`src/rtl/lcd_frame_clk.sv`:
```
module lcd_frame_clk #(
  parameter int PS_W   = 4,
  parameter int DIV_W  = 4,
  parameter int RATE_W = 3,
  parameter int SEG_W  = 6,
  parameter int COM_W  = 3
) (
  input  logic              clk,
  input  logic              rst_n,
  input  logic [PS_W-1:0]   ps_code,
  input  logic [DIV_W-1:0]  div_code,
  input  logic [1:0]        blink_mode,
  input  logic [RATE_W-1:0] blink_rate,
  input  logic [SEG_W-1:0]  seg_idx,
  input  logic [COM_W-1:0]  com_idx,
  output logic              ps_en,
  output logic              frame_en,
  output logic              blink_phase,
  output logic              pixel_blank
);
  localparam int PCW = (1 << PS_W) - 1;
  localparam int DCW = DIV_W + 1;
  localparam int BCW = 3 + (1 << RATE_W) - 1;

  logic [PS_W-1:0]   ps_q;
  logic [DIV_W-1:0]  div_q;
  logic [RATE_W-1:0] rate_q;
  logic [PCW-1:0]    pcnt, plim;
  logic [DCW-1:0]    dcnt, dlim;
  logic [BCW-1:0]    bcnt, blim;
  logic              ps_chg, div_chg, rate_chg, hit;

  assign ps_chg   = ps_code != ps_q;
  assign div_chg  = div_code != div_q;
  assign rate_chg = blink_rate != rate_q;
  assign plim = PCW'((32'd1 << ps_code) - 32'd1);
  assign dlim = DCW'((1 << DIV_W) - 1) + DCW'(div_code);
  assign blim = BCW'((32'd8 << blink_rate) - 32'd1);

  always_ff @(posedge clk or negedge rst_n)
    if (!rst_n) begin
      ps_q <= '0; pcnt <= '0; ps_en <= 1'b0;
    end else begin
      ps_q <= ps_code;
      if (ps_chg) begin
        pcnt <= '0; ps_en <= 1'b0;
      end else if (pcnt == plim) begin
        pcnt <= '0; ps_en <= 1'b1;
      end else begin
        pcnt <= pcnt + 1'b1; ps_en <= 1'b0;
      end
    end

  always_ff @(posedge clk or negedge rst_n)
    if (!rst_n) begin
      div_q <= '0; dcnt <= '0; frame_en <= 1'b0;
    end else begin
      div_q <= div_code;
      frame_en <= 1'b0;
      if (div_chg) dcnt <= '0;
      else if (ps_en) begin
        if (dcnt == dlim) begin
          dcnt <= '0; frame_en <= 1'b1;
        end else dcnt <= dcnt + 1'b1;
      end
    end

  always_ff @(posedge clk or negedge rst_n)
    if (!rst_n) begin
      rate_q <= '0; bcnt <= '0; blink_phase <= 1'b0;
    end else begin
      rate_q <= blink_rate;
      if (rate_chg) bcnt <= '0;
      else if (frame_en) begin
        if (bcnt == blim) begin
          bcnt <= '0; blink_phase <= ~blink_phase;
        end else bcnt <= bcnt + 1'b1;
      end
    end

  always_comb
    case (blink_mode)
      2'b01:   hit = (seg_idx == '0) && (com_idx == '0);
      2'b10:   hit = (seg_idx == '0);
      2'b11:   hit = 1'b1;
      default: hit = 1'b0;
    endcase

  assign pixel_blank = blink_phase & hit;


  ps_single_chk: assert property (@(posedge clk) disable iff (!rst_n)
    (ps_en && ps_code != '0 && $stable(ps_code)) |=> !ps_en);

  frame_after_ps_chk: assert property (@(posedge clk) disable iff (!rst_n)
    frame_en |-> $past(ps_en));

  phase_on_frame_chk: assert property (@(posedge clk) disable iff (!rst_n)
    (blink_phase != $past(blink_phase)) |-> $past(frame_en));

  ps_restart_chk: assert property (@(posedge clk) disable iff (!rst_n)
    (ps_code != $past(ps_code)) |=> !ps_en);

  mode_off_chk: assert property (@(posedge clk) disable iff (!rst_n)
    (blink_mode == 2'b00) |-> !pixel_blank);

  phase_low_chk: assert property (@(posedge clk) disable iff (!rst_n)
    !blink_phase |-> !pixel_blank);
endmodule

```
`config.mk`:
```
export PLATFORM = sky130hd
export DESIGN_NAME = lcd_frame_clk
export DESIGN_NICKNAME = d
export VERILOG_FILES = /design/src/rtl/lcd_frame_clk.sv
export SDC_FILE = /design/constraint.sdc
export NUM_CORES = 1
export LEC_CHECK = 0
export ABC_AREA = 0
export BUFFER_PORTS_ARGS = -buffer_cell sky130_fd_sc_hd__buf_2
export CAP_MARGIN = 20
export CORE_MARGIN = 1
export CORE_UTILIZATION = 60
export DETAILED_ROUTE_END_ITERATION = 7
export GPL_ROUTABILITY_DRIVEN = 0
export GPL_TIMING_DRIVEN = 1
export HOLD_SLACK_MARGIN = 0.05
export PLACE_DENSITY_LB_ADDON = 0.2
export SLEW_MARGIN = 20
export SYNTH_ARGS = -nofsm -noshare
export SYNTH_HDL_FRONTEND = slang
export SYNTH_SLANG_ARGS = --single-unit
```
`constraint.sdc`:
```
create_clock -name clk -period 2.7 [get_ports clk]
set_input_delay 0.405 -clock clk [delete_from_list [all_inputs] [get_ports clk]]
set_output_delay 0.405 -clock clk [all_outputs]
set_load 0.05 [all_outputs]
```
==> impl_metrics.tcl, run 1 <==
set metrics [dict create \
    syn_area_um2 3090 \
    p_per_area_nw_per_um2 381 \
    die_area_um2 5440 \
    crit_fanout 15 \
    grt_pass1_vias 2572 \
    p_seq_share_pct 51.0 \
    wl_per_cell_um 14.2 \
    tns_ns 0 \
    htree_levels 2 \
    dpl_cell_area_um2 3360 \
    cts_num_sinks 44 \
    power.share.clock_pct 33.0 \
    synth-seq-cells 44 \
    grt-ovfl-total 0 \
    clock-root-buffer "clkbuf_8" \
    rsz0062_at_grt "no" \
    insertion_delay_ns 0.29 \
    portBuffers 27 \
    criticalPathCategory "in2reg" \
    cts.hold.buffers_added 0 \
    critPathLaunchType "input port" \
    slowest_delay_ns 0.38 \
    ctsResizeCount 0 \
    syn_nets 385 \
    synth.largest_area_cell "dfrtp_1" \
    place_hpwl_um 4580 \
    setup_viol 0 \
    pwr-share-comb_pct 16.0 \
    rr_worst_depth 7 \
    hold_path.class "in2async" \
    slew_headroom_pct 36.4 \
    coreArea_um2 4850 \
    drt_iter0_drc 118 \
    critPathTopFamily "simple AND/OR/NAND/NOR gates" \
    grt_use_met3_pct 4.66 \
    worstMarginPinSlew_ns 0.953 \
    grt_busiest_layer "met2" \
    ir_drop_uv 337 \
    initial_core_util_pct 63.7 \
    synth-edff-count 0 \
    yosys.cell_count.top_type "dfrtp_1" \
    finalClockSkew_ns 0.00421 \
    synth_top_cell_area_share_pct 35.7 \
    die_h_um 73.7 \
    path_clk_slew_ns 0.08 \
    rows 25 \
    fin_area_um2 3460 \
    yosys-top-cells-area "dfrtp_1 36%, xor2_1 7.4%, xnor2_1 5.7%" \
    grt_antenna_before_repair 0 \
    drt_first_pass_iters 4 \
    ys_types 62 \
    crit_cells 10 \
    grt_max_degree 45 \
    cts_setup_buffers 0 \
    met2_usage_pct 46.9 \
    nets 417 \
    synth_top_flop_cell "dfrtp_1" \
    synthTopCellsByCount "44 x dfrtp_1, 42 x nand2_1, 26 x xor2_1" \
    end_kind "register" \
    use_met1_pct 32.3 \
    fmax_mhz 416 \
    drtAntennaViolNets 0 \
    vias 2688 \
    avgSynthCellArea_um2 8.69 \
    cp.arrival_ns 2.58 \
    cp.required_ns 2.88 \
    grtUsageTotal_pct 26.5 \
    cp_slowest_cell "nor4_1" \
    period_minus_slack_ns 2.40 \
    viasPerCell 5.91 \
    wirelength_um 6440 \
    drive_gt1_share_pct 18.3 \
    numCtsBuffers 5 \
    grt_first_pass_wirelength_um 11200 \
    p_leak_nw 1.51 \
    diodes 0 \
    finalMaxSlewViolations 0 \
    worstPathCellList "buf_2 > nor3_2 > nand2_1 > ha_1 > nor4_1 > o211ai_1 > a311o_1 > nor4_4 > buf_12 > a21oi_1" \
    holdWs_ns 0.252 \
    yosysWarnings 0 \
    crit_buf_inv 2 \
    async_flop_share_pct 100 \
    die_w_um 73.7 \
    p_int_mw 0.956 \
    p_sw_share_pct 27.4 \
    nFillCells 386 \
    status "complete, no violations" \
    fin_crit_sh_pct 88.9 \
    drv_cap 0 \
    io_pins 28 \
    synth_cells 355 \
    cts_tree "yes" \
    p_switching_mw 0.361 \
    hold_viol_final 0 \
    clk_path_buf_depth 2 \
    drc 0 \
    areaGrowthSynthToFinish_pct 12.0 \
    seq_area_frac_synth_pct 35.7 \
]
==> kinds of logic after synthesis <==
logic type               after synthesis  synth area share, %
AO/OA/AOI/OAI                         79                 16.9
buffers and inverters                 32                 5.59
XOR/XNOR                              46                 13.1
AND/OR/NAND/NOR                      146                 25.7
multiplexers                           2                0.689
flip-flops                            44                 35.7
adder cells (fa/ha/maj)                6                 2.43
==> through the flow <==
stage	setup WS (ns)	power, mW	util (%)	instances
2_1_floorplan	0.0370	0.824	-	355
3_3_place_gp	0.0908	0.890	69.4	447
3_5_place_dp	-0.00116	0.895	69.4	447
4_1_cts	0.312	1.32	71.3	455
5_1_grt	0.0555	1.38	71.3	455
6_report	0.299	1.32	71.3	455
==> routing by layer <==
| layer | wire length, µm | vias up | share of wire [%] |
|---|---|---|---|
| met5 | 0 | - | 0 |
| met4 | 87 | 0 | 1.4 |
| met3 | 273 | 9 | 4.2 |
| met2 | 3170 | 71 | 49 |
| met1 | 2910 | 1273 | 45 |
| li1 | - | 1335 | - |
==> power by group through the flow <==
stage	Combinational (mW)	Clock [mW]	Sequential (mW)
2_1_floorplan	0.139	0	0.685
3_3_place_gp	0.204	0	0.686
3_5_place_dp	0.209	0	0.686
4_1_cts	0.210	0.441	0.673
5_1_grt	0.235	0.474	0.674
6_report	0.210	0.435	0.673
==> path summary, 6_finish.rpt <==
path                                         start                 endpoint  slack [ns]
min reg2reg                blink_phase$_DFFE_PN0P_  blink_phase$_DFFE_PN0P_        0.48
max in group asynchronous                    rst_n        pcnt[3]$_DFF_PN0_        1.85
max reg2reg                    bcnt[3]$_DFFE_PN0P_  blink_phase$_DFFE_PN0P_        0.48
min in group clk                       div_code[1]       div_q[1]$_DFF_PN0_        0.27
min                                          rst_n       div_q[0]$_DFF_PN0_        0.25
max                                     ps_code[2]        pcnt[4]$_DFF_PN0_        0.30
==> cell usage in the layout (no fill, tap or decap), types with 7 or more instances in the layout <==
master	Yosys	final
o21ai_0	14	14
a21oi_1	25	25
and3_1	11	11
nor3_1	15	13
nand4_1	7	7
nor2_1	20	18
xnor2_1	20	20
buf_2	7	27
nand2_1	42	42
inv_1	10	10
nand3_1	15	15
xor2_1	26	26
buf_4	5	19
a31oi_1	8	8
dfrtp_1	44	44
==> registers in the layout, summed over array words and instances (netlist names), 3 cells and up <==
signal	count
dcnt	5
pcnt	15
bcnt	10
ps_q	4
rate_q	3
div_q	4
==> final cells by class <==
class	count	area, µm²	area share (%)
clock buffer	6	82.6	2.39
clock inverter	2	10.0	0.290
inverter	10	37.5	1.09
multi-input combinational	279	1840	53.3
sequential	44	1100	31.8
tap	67	83.8	2.42
timing repair buffer	47	298	8.61
==> worst register-to-register path, cell delays in order (launching register included) <==
cell and delay [ns]:
dfrtp_1 0.46, or4_1 0.54, and3_4 0.19, nor4_4 0.34
o211ai_2 0.16, buf_4 0.17, nor3_2 0.12, xor2_1 0.16
Note: power is estimated with default switching activity, not from simulation.
==> inputs of run 2 (changes only) <==
GPL_TIMING_DRIVEN = 0   (was 1)
==> impl_metrics.tcl, run 2 (synthesis gave the netlist of run 1 again) <==
set metrics [dict create \
    pre_cts_slack_ns -0.464 \
    htree_levels 2 \
    top_register "pcnt" \
    largestRegisters "pcnt (15), bcnt (10), dcnt (5)" \
    numCtsBuffers 5 \
    wl_per_cell_um 14.2 \
    holdWs_ns 0.0820 \
    diodes 0 \
    path_clk_slew_ns 0.09 \
    cp.arrival_ns 2.71 \
    drc 0 \
    grt_first_pass_wirelength_um 10800 \
    io_pins 28 \
    grtUsageTotal_pct 25.5 \
    insertion_delay_ns 0.30 \
    drt_iter0_drc 208 \
    clock-root-buffer "clkbuf_8" \
    finalClockSkew_ns 0.00526 \
    worst_slack_ns 0.170 \
    cts_num_sinks 44 \
    rsz0062_at_grt "no" \
    cts_tree "yes" \
    crit_buf_inv 4 \
    areaGrowthSynthToFinish_pct 12.9 \
    critPathLaunchType "input port" \
    largest_reg_flops 15 \
    criticalPathCategory "in2reg" \
    hold_viol_final 0 \
    slowest_delay_ns 0.39 \
    viasPerCell 5.94 \
    cp.required_ns 2.88 \
    place_hpwl_um 4600 \
    ir_drop_uv 294 \
    slew_headroom_pct 62.8 \
    layout.cells.most_common_list "44 x dfrtp_1, 42 x nand2_1, 33 x buf_2" \
    drive_gt1_share_pct 18.2 \
    worstMarginPinSlew_ns 0.559 \
    crit_top_cell "buf_2" \
    nets 425 \
    grt_pass1_vias 2389 \
    drt_first_pass_iters 4 \
    fin_crit_sh_pct 93.7 \
    rows 25 \
    grt-ovfl-total 0 \
    crit_cells 12 \
    coreArea_um2 4850 \
    portBuffers 27 \
    end_kind "register" \
    die_area_um2 5440 \
    r2r_start "bcnt[3]$_DFFE_PN0P_" \
    vias 2752 \
    die_w_um 73.7 \
    period_minus_slack_ns 2.53 \
    wirelength_um 6560 \
    grt_max_degree 45 \
    fmax_mhz 395 \
    p_per_area_nw_per_um2 376 \
    critPathTopFamily "simple AND/OR/NAND/NOR gates" \
    cts.hold.buffers_added 0 \
    worstPathCellList "buf_2 > buf_2 > nor2_4 > nand2_1 > ha_1 > buf_4 > nor4_1 > o211ai_1 > a311o_1 > nor4_4 > buf_6 > a21oi_1" \
    finalMaxSlewViolations 0 \
    clk_path_buf_depth 2 \
    crit_fanout 10 \
    p_leak_nw 1.51 \
    rr_worst_depth 6 \
    hold_path.class "in2async" \
    drtAntennaViolNets 0 \
    startpoint "ps_code[0]" \
    initial_core_util_pct 63.7 \
    cp_slowest_cell "a311o_1" \
    grt_antenna_before_repair 0 \
    die_h_um 73.7 \
    status "complete, no violations" \
    final_common_cell "dfrtp_1" \
    setup_viol 0 \
    drv_cap 0 \
]
==> run 2: cell types whose count changed in the layout (fill, tap and decap cells not counted), sizes merged <==
cell      change
buf           -2
clkbuf        +8
clkinv        -1
clkinvlp      +2
o211ai        +1
==> run 2: path summary, 6_finish.rpt <==
check                                           to  slack, ns
setup / recovery                 pcnt[7]$_DFF_PN0_       0.17
hold / removal                 dcnt[0]$_DFFE_PN0P_       0.08
setup reg to reg               bcnt[4]$_DFFE_PN0P_       0.44
hold reg to reg            blink_phase$_DFFE_PN0P_       0.48
max in group asynchronous      bcnt[6]$_DFFE_PN0P_       2.22
min in group clk                 ps_q[3]$_DFF_PN0_       0.22
==> run 2: cell type report <==
| class | count | area (µm²) |
|---|---|---|
| buffer | 22 | 139 |
| clock buffer | 5 | 68.8 |
| clock inverter | 3 | 23.8 |
| fill | 371 | 1360 |
| inverter | 10 | 37.5 |
| multi-input combinational | 280 | 1860 |
| sequential | 44 | 1100 |
| tap | 67 | 83.8 |
| timing repair buffer | 32 | 173 |
==> run 2: stage by stage <==
step | utilization [%] | std cells | instance area, µm² | total power [mW] | TNS [ns]
global placement | 68.7 | 449 | 3330 | 0.887 | -7.15
CTS | 71.1 | 459 | 3450 | 1.31 | 0
detailed placement | 68.7 | 449 | 3330 | 0.892 | -8.33
floorplan | - | 355 | 3110 | 0.824 | 0
finish | 71.9 | 463 | 3490 | 1.31 | 0
global route | 71.9 | 463 | 3490 | 1.36 | 0
==> run 2: worst reg2reg max path, delay by kind of cell, from the launching register on <==
kind             cells  cell delay [ns]
AND/OR/NAND/NOR      4             1.29
AO/OA/AOI/OAI        2             0.38
flip-flops           1             0.46
==> run 2: what timing repair did <==
action | CTS | global route
setup endpoints to repair | 17 | 19
gates cloned | 0 | 1
resized for setup | 3 | 4
setup buffers | 2 | 2
pin swaps | 1 | 2
==> run 2: metal layers <==
layer,vias up,global-route usage [%],share of wire (%)
li1,1350,-,-
met1,1315,33.7,47
met2,77,42.9,47
met3,10,3.98,4.1
met4,0,7.69,1.6
met5,-,0,0
==> run 2: power by group <==
part,switching (mW),total [mW],internal [mW],leakage (nW)
Combinational,0.130,0.217,0.0868,0.884
Clock,0.238,0.421,0.183,0.0404
Sequential,0.00519,0.673,0.667,0.589
Total,0.373,1.31,0.938,1.51
